**src/rtl/pg_pkg.sv**
```systemverilog
package pg_pkg;
  typedef enum logic [1:0] {
    ST_OFF  = 2'd0,
    ST_WAIT = 2'd1,
    ST_GOOD = 2'd2
  } pg_state_e;
endpackage

```
**src/rtl/pg_supply_gate.sv**
```systemverilog
module pg_supply_gate (
  input  logic en_i,
  input  logic uvlo_i,
  input  logic tsd_i,
  output logic reg_on_o
);
  always_comb reg_on_o = en_i && !uvlo_i && !tsd_i;
endmodule

```
**src/rtl/pg_delay_timer.sv**
```systemverilog
module pg_delay_timer #(
  parameter int DLY_W = 8
) (
  input  logic             clk_i,
  input  logic             rst_ni,
  input  logic             clr_i,
  input  logic             step_i,
  input  logic [DLY_W-1:0] limit_i,
  output logic             done_o
);
  logic [DLY_W-1:0] cnt_q;
  logic [DLY_W:0]   limit_eff;
  logic [DLY_W:0]   cnt_nxt;

  always_comb begin
    limit_eff = (limit_i == '0) ? (DLY_W+1)'(1) : {1'b0, limit_i};
    cnt_nxt   = {1'b0, cnt_q} + (DLY_W+1)'(1);
    done_o    = !clr_i && step_i && (cnt_nxt >= limit_eff);
  end

  always_ff @(posedge clk_i or negedge rst_ni) begin
    if (!rst_ni)                 cnt_q <= '0;
    else if (clr_i || done_o)    cnt_q <= '0;
    else if (step_i)             cnt_q <= cnt_nxt[DLY_W-1:0];
  end

  // a clear always empties the count
  a_r5_clear_empties: assert property (@(posedge clk_i) disable iff (!rst_ni)
    clr_i |=> (cnt_q == '0));
endmodule

```
**src/rtl/pg_deglitch.sv**
```systemverilog
module pg_deglitch #(
  parameter int DG_TICKS = 4
) (
  input  logic clk_i,
  input  logic rst_ni,
  input  logic clr_i,
  input  logic tick_i,
  input  logic above_i,
  output logic trip_o
);
  localparam int DG_W = $clog2(DG_TICKS + 1);
  logic [DG_W-1:0] cnt_q;

  always_comb trip_o = !clr_i && tick_i && !above_i && (cnt_q == DG_W'(DG_TICKS - 1));

  always_ff @(posedge clk_i or negedge rst_ni) begin
    if (!rst_ni)                cnt_q <= '0;
    else if (clr_i || trip_o)   cnt_q <= '0;
    else if (tick_i) begin
      if (above_i) cnt_q <= '0;
      else         cnt_q <= cnt_q + DG_W'(1);
    end
  end

  a_r6_run_bounded: assert property (@(posedge clk_i) disable iff (!rst_ni)
    cnt_q < DG_W'(DG_TICKS));
  a_r6_high_tick_resets: assert property (@(posedge clk_i) disable iff (!rst_ni)
    (tick_i && above_i) |=> (cnt_q == '0));
endmodule

```
**src/rtl/pg_sequencer.sv**
```systemverilog
module pg_sequencer #(
  parameter int DLY_W    = 8,
  parameter int DEF_DLY  = 12,
  parameter int DG_TICKS = 4
) (
  input  logic             clk_i,
  input  logic             rst_ni,
  input  logic             tick_i,
  input  logic             en_i,
  input  logic             uvlo_i,
  input  logic             tsd_i,
  input  logic             cmp_above_i,
  input  logic             use_default_i,
  input  logic [DLY_W-1:0] delay_i,
  output logic             reg_on_o,
  output logic             pg_o,
  output logic             pg_rise_o,
  output logic             pg_fall_o
);
  import pg_pkg::*;

  pg_state_e        state_q, state_d;
  logic             dly_done, dg_trip;
  logic [DLY_W-1:0] dly_limit;
  logic             rise_q, fall_q;
  logic             pg_next;

  pg_supply_gate u_gate (
    .en_i    (en_i),
    .uvlo_i  (uvlo_i),
    .tsd_i   (tsd_i),
    .reg_on_o(reg_on_o)
  );

  always_comb dly_limit = use_default_i ? DLY_W'(DEF_DLY) : delay_i;

  pg_delay_timer #(.DLY_W(DLY_W)) u_dly (
    .clk_i  (clk_i),
    .rst_ni (rst_ni),
    .clr_i  (!reg_on_o || (state_q != ST_WAIT) || !cmp_above_i),
    .step_i (tick_i && cmp_above_i),
    .limit_i(dly_limit),
    .done_o (dly_done)
  );

  pg_deglitch #(.DG_TICKS(DG_TICKS)) u_dg (
    .clk_i  (clk_i),
    .rst_ni (rst_ni),
    .clr_i  (!reg_on_o || (state_q != ST_GOOD)),
    .tick_i (tick_i),
    .above_i(cmp_above_i),
    .trip_o (dg_trip)
  );

  always_comb begin
    state_d = state_q;
    if (!reg_on_o) state_d = ST_OFF;
    else begin
      unique case (state_q)
        ST_OFF:  state_d = ST_WAIT;
        ST_WAIT: if (dly_done) state_d = ST_GOOD;
        ST_GOOD: if (dg_trip)  state_d = ST_WAIT;
        default: state_d = ST_OFF;
      endcase
    end
    pg_next = (state_d == ST_GOOD);
  end

  always_ff @(posedge clk_i or negedge rst_ni) begin
    if (!rst_ni) begin
      state_q <= ST_OFF;
      rise_q  <= 1'b0;
      fall_q  <= 1'b0;
    end else begin
      state_q <= state_d;
      rise_q  <= pg_next && (state_q != ST_GOOD);
      fall_q  <= !pg_next && (state_q == ST_GOOD);
    end
  end

  assign pg_o      = (state_q == ST_GOOD);
  assign pg_rise_o = rise_q;
  assign pg_fall_o = fall_q;

  a_r7_off_forces_low: assert property (@(posedge clk_i) disable iff (!rst_ni)
    !reg_on_o |=> !pg_o);
  a_r3_rise_on_tick: assert property (@(posedge clk_i) disable iff (!rst_ni)
    pg_rise_o |-> $past(tick_i && cmp_above_i && reg_on_o));
  a_r8_rise_is_edge: assert property (@(posedge clk_i) disable iff (!rst_ni)
    pg_rise_o |-> (pg_o && !$past(pg_o)));
  a_r6_fall_cause: assert property (@(posedge clk_i) disable iff (!rst_ni)
    pg_fall_o |-> (!pg_o && (!$past(reg_on_o) || $past(tick_i && !cmp_above_i))));
  a_r8_single_pulse: assert property (@(posedge clk_i) disable iff (!rst_ni)
    $onehot0({pg_rise_o, pg_fall_o}));
endmodule

```
**config.mk**
```make
export PLATFORM = sky130hd
export DESIGN_NAME = pg_sequencer
export DESIGN_NICKNAME = d
export VERILOG_FILES = /design/src/rtl/pg_pkg.sv /design/src/rtl/pg_supply_gate.sv /design/src/rtl/pg_delay_timer.sv /design/src/rtl/pg_deglitch.sv /design/src/rtl/pg_sequencer.sv
export SDC_FILE = /design/constraint.sdc
export NUM_CORES = 1
export LEC_CHECK = 0
export CORE_ASPECT_RATIO = 2
export CORE_UTILIZATION = 43
export CTS_CLUSTER_DIAMETER = 150
export CTS_CLUSTER_SIZE = 12
export DETAILED_ROUTE_END_ITERATION = 16
export PLACE_DENSITY = 0.7
export SETUP_SLACK_MARGIN = 0.05
export SYNTH_ARGS = -nofsm -noshare
export SYNTH_HDL_FRONTEND = slang
export SYNTH_SLANG_ARGS = --single-unit
export TNS_END_PERCENT = 1
```
**constraint.sdc**
```tcl
create_clock -name clk_i -period 2.62 [get_ports clk_i]
set_input_delay 0.786 -clock clk_i [delete_from_list [all_inputs] [get_ports clk_i]]
set_output_delay 0.786 -clock clk_i [all_outputs]
set_load 0.005 [all_outputs]
```
* After elaboration in Yosys (flattened, before gate mapping) *
Cells that the tools add are included.

cells by class
  $add $sub $neg = 2
  $lt $le $gt $ge = 1
  eq/ne operators = 6
  muxes and demuxes = 11
  reduce and logical (&&, ||, !) cells = 26

operators with widths
  cell                   number
  $mux W8                4
  $logic_and A1 B1 Y1    10
  $add A8 B1 Y9 const B  1
  $ge A9 B9 Y1           1
  $mux W3                3
  $logic_not A8 Y1       1
  $logic_not A1 Y1       7
  $mux W2                3
  $pmux W2 S3            1
  $logic_or A1 B1 Y1     5
  $eq A2 B2 Y1 const B   2
  $reduce_bool A2 Y1     2
  $add A3 B1 Y3 const B  1
  $eq A3 B2 Y1 const B   1
  $eq A2 B1 Y1 const B   1
  $logic_not A2 Y1       1
  $ne A2 B1 Y1 const B   1
  $ne A2 B2 Y1 const B   1

storage, ports and cells
  bits in registers = 15
  input bits = 16
  output and inout bits = 4
  logic and storage cells = 51

* Longest topological paths before layout *
  depth in word-level cells = 15
  depth in mapped cells = 12
  depth with buffers taken out = 11

* Cells and area by module *
From an unflattened synthesis, not the netlist that was laid out.

second synthesis, totals
  cells, all modules = 129
  area, all modules = 1193.6 um2

modules (own cells, without submodules)
  module          times used  cells an instance  area an instance (um2)  sequential area each (um2)
  pg_delay_timer  1           86                 759.5                   200.2
  pg_sequencer    1           25                 244.0                   100.1
  pg_deglitch     1           17                 177.7                   75.1
  pg_supply_gate  1           1                  12.5                    0.0

* Least setup slack after synthesis *
OpenSTA, ideal clock, no wires.

  path kind = reg2reg
  from = reg u_dly.cnt_q[0]
  to = reg state_q[0]
  setup time = 0.120 ns
  arrival = 2.405 ns
  required time = 2.500 ns
  slack = 0.096 ns
  stages on the path, launching flop included = 13
  buffers on the path = 1
  clock period less this slack = 2.524 ns
  cells stage by stage = dfrtp_1 > ha_1 > and3_1 > buf_6 > nand3_1 > xnor2_1 > ha_1 > o21ai_1 > nor2_1 > and4_2 > nor2_8 > or2_4 > and3_1

on the way
  longest elaborated chain between the ends = 6

RTL lines
  element                   line                  text
  start: declaration        pg_delay_timer.sv:11  logic [DLY_W-1:0] cnt_q;
  start signal: assignment  pg_delay_timer.sv:24  else if (step_i) cnt_q <= cnt_nxt[DLY_W-1:0];
  $add A8 B1 Y9             pg_delay_timer.sv:17  cnt_nxt = {1'b0, cnt_q} + (DLY_W+1)'(1);
  $ge A9 B9 Y1              pg_delay_timer.sv:18  done_o = !clr_i && step_i && (cnt_nxt >= limit_eff);
  $logic_and A1 B1 Y1       pg_delay_timer.sv:18
  $mux W2                   pg_sequencer.sv:61    ST_WAIT: if (dly_done) state_d = ST_GOOD;
  $pmux W2 S3               pg_sequencer.sv:59    unique case (state_q)
  $mux W2                   pg_sequencer.sv:57    if (!reg_on_o) state_d = ST_OFF;
  named net state_d[0]      pg_sequencer.sv:22    pg_state_e state_q, state_d;
  end signal: assignment    pg_sequencer.sv:75    state_q <= state_d;
  end: declaration          pg_sequencer.sv:22

The timed path passes the listed nets, and every way through them passes these cells.
A chain may end at the register's enable or synchronous reset.

* Final worst setup path *
  from = reg u_dly.cnt_q[1]
  to = reg state_q[0]

Same word-level chain as after synthesis.

==> flow_summary.ini <==
[outcome]
status = finished clean

[logic_synthesis]
syn-num-nets = 149
synth_seq_cells = 15
synth_area_leaders = dfrtp_1, ha_1, nand2b_1
synth.distinct_cells = 35
synth_top_cell_by_area = dfrtp_1
syn_area_mm2 = 0.00115
postSynthAreaPerCell_um2 = 9.47
synth_seq_area_share_pct = 32.5
yosys_warnings = 0
syn_inst = 122
synth_top_area_share_pct = 32.5

[run]
max_cap_viol_count = 0

[floorplan]
num_rows = 26
die_h_um = 75.3
die_area_mm2 = 0.00291
start_util_pct = 45.5
die_width_um = 38.6
core_mm2 = 0.00254
io_pins = 20

[placement]
portBuffers = 19
routabilityCongestion = 0.766
dp_slack_ns = -0.488
dpl.hpwl_um = 2260
placed_area_mm2 = 0.00151

[power_and_ir_drop]
cellInternalPower_uw = 384
finalPower_uw = 499
comb_power_share_pct = 15.7
power.density_mw_per_mm2 = 298
p_leak_uw = 0.000809
ir_drop_v = 0.000332
p_sw_share_pct = 23.1
p_switching_uw = 115
p_seq_share_pct = 46.7
power_frac_clock_pct = 37.6

[clock_tree]
numCtsBuffers = 3
cts-root-buf = clkbuf_8
clock_path_buffers = 2
cts_tree = yes
cts-hold-fix-buffers = 0
path_clk_slew_ns = 0.06
clk_latency_ns = 0.25
cts_sinks = 15
htreeDepth = 1

[hold_path]
holdPathStages = 2
hold_path.class = flip-flop to flip-flop

[route]
drcViolationCount = 0
vias = 1102
via_per_inst = 5.65
ant_nets = 0
drt_pass1_iterations = 4
first_iter_violations = 7
drt-total-wl_um = 2980
post_drt_wl_per_cell_um = 15.3

[sta]
hold_viol_final = 0
fin_ws_ns = 0.0566
rsz0062_at_grt = true
whs_ns = 0.537
setup_viol = 0
tightest_slew_ns = 0.690
fin_crit_sh_pct = 97.8
max_freq_mhz = 390
fin_skew_ns = 0.000655
drv_slew = 0
min_period_ns = 2.56
slew-limit-headroom_pct = 53.8

[critical_path]
cp.required_ns = 2.76
cp-start-kind = flip-flop
r2r_cells = 11
crit_type = flip-flop to flip-flop
cp-end-kind = flip-flop
cp_data_arrival_time_ns = 2.70
cp_max_fo = 5

[cells_and_area]
syn2layout_area_growth_pct = 44.9
drive_gt1_share_pct = 28.1
diodes = 0
regArea_um2 = 375
final_area_mm2 = 0.00167
fillers = 224
layout.nets = 195
multiInputGateArea_um2 = 837

[global_routing]
grt_pass1_vias = 1103
grt_pass1_wl_um = 4420
grt_usage_pct = 21.2
overflow = 0
antenna_found_initial = 0
grt_start_max_net_pins = 17
==> per-layer routing <==
| metal | track usage, % | vias to the layer above | routed length (um) |
|---|---|---|---|
| met3 | 0.875 | 6 | 51 |
| li1 | - | 530 | - |
| met5 | 0 | - | 0 |
| met4 | 8.43 | 0 | 56 |
| met2 | 43.0 | 24 | 1850 |
| met1 | 20.3 | 542 | 1020 |
==> power groups by stage <==
stage | clock network, uW | registers [uW] | logic, uW
after global placement | 0 | 237 | 74.0
after CTS | 190 | 233 | 73.3
final | 188 | 233 | 78.4
after global routing | 196 | 233 | 85.3
after floorplan | 0 | 237 | 26.0
after detailed placement | 0 | 237 | 75.8
==> cell families after synthesis <==
kind of cell,count (synthesis),share of synthesized area (%)
and+or+nand+nor,59,32.6
AOI/OAI and AO/OA,24,15.0
DFF,15,32.5
adders and majority gates,11,11.9
xor gates and xnor gates,6,4.55
buffers and inverters,6,2.60
muxes,1,0.867
==> cell usage after synthesis (all sizes together) <==
| cell | count |
|---|---|
| xor2 | 3 |
| xnor2 | 3 |
| dfrtp | 15 |
| a21oi | 11 |
| nand2 | 5 |
| or2 | 1 |
| nor3 | 4 |
| mux2i | 1 |
| nand3 | 11 |
| or2b | 1 |
| and4 | 1 |
| o21ai | 4 |
| nand2b | 12 |
| a31oi | 2 |
| and3 | 6 |
| o31ai | 3 |
| a21boi | 2 |
| buf | 1 |
| inv | 3 |
| nand3b | 3 |
| clkbuf | 2 |
| nor2 | 8 |
| a211o | 1 |
| nor2b | 3 |
| nand4b | 3 |
| ha | 11 |
| nor3b | 1 |
| a41o | 1 |
==> sequential cells by signal, summed over array words and instances, names as in the netlist <==
signal       flops
pg_fall_o        1
pg_rise_o        1
state_q          2
u_dg.cnt_q       3
u_dly.cnt_q      8
==> repair_timing <==
action / in CTS / in global routing
cloned: 0 / 1
buffers inserted: 0 / 4
endpoints found under the setup margin: 12 / 11
resized for setup: 9 / 18
pin swaps: 3 / 13
==> per-stage QoR <==
| stage | TNS, ns | utilization, % | instances |
|---|---|---|---|
| after global placement | -3.54 | 59.6 | 186 |
| after CTS | 0 | 61.2 | 190 |
| final | 0 | 65.9 | 195 |
| after global routing | -0.0435 | 65.9 | 195 |
| after detailed placement | -4.48 | 59.6 | 186 |
| after floorplan | 0 | - | 122 |
==> layout by cell type (no fill, tap or decap), drive strengths merged, types with 2 or more instances in the layout <==
cell / netlist / final
clkdlybuf4s50: 0 / 9
o21ai: 4 / 4
a31oi: 2 / 2
nand2b: 12 / 12
nand3: 11 / 11
nor2b: 3 / 3
xnor2: 3 / 3
a21oi: 11 / 11
buf: 1 / 24
xor2: 3 / 3
dlymetal6s2s: 0 / 3
nand2: 5 / 5
nand3b: 3 / 3
a21boi: 2 / 2
o31ai: 3 / 3
dfrtp: 15 / 15
nand4b: 3 / 3
clkbuf: 2 / 5
inv: 3 / 3
and3: 6 / 6
nor2: 8 / 9
nor3: 4 / 4
dlygate4sd2: 0 / 6
ha: 11 / 11
==> layout make-up <==
| type | instances | area share (%) |
|---|---|---|
| clock buffers | 4 | 2.69 |
| inverters | 3 | 0.673 |
| multi-input cells | 102 | 50.0 |
| flip-flops and latches | 15 | 22.4 |
| well taps | 28 | 2.09 |
| repair buffers | 43 | 22.1 |
==> path summary, 6_finish.rpt <==
check | from | end | slack [ns]
worst min register to register | u_dg.cnt_q[2] | u_dg.cnt_q[2] | 0.54
max in group asynchronous | rst_ni | u_dly.cnt_q[4] | 1.23
worst max register to register | u_dly.cnt_q[1] | state_q[0] | 0.06
min in group asynchronous | rst_ni | pg_fall_o | 0.96
worst max-delay path | u_dly.cnt_q[1] | state_q[0] | 0.06
worst min-delay path | u_dg.cnt_q[2] | u_dg.cnt_q[2] | 0.54
==> worst max-delay path: stages (launching register included) <==
cell and delay [ns]:
dfrtp_1 0.38, ha_2 0.20, and3_4 0.16, buf_6 0.12
xor2_1 0.13, ha_1 0.30, a211o_1 0.14, a21oi_2 0.06
o31ai_4 0.46, nor2_8 0.09, or2_4 0.28, and3_4 0.14
(Power assumes the default switching activity.)
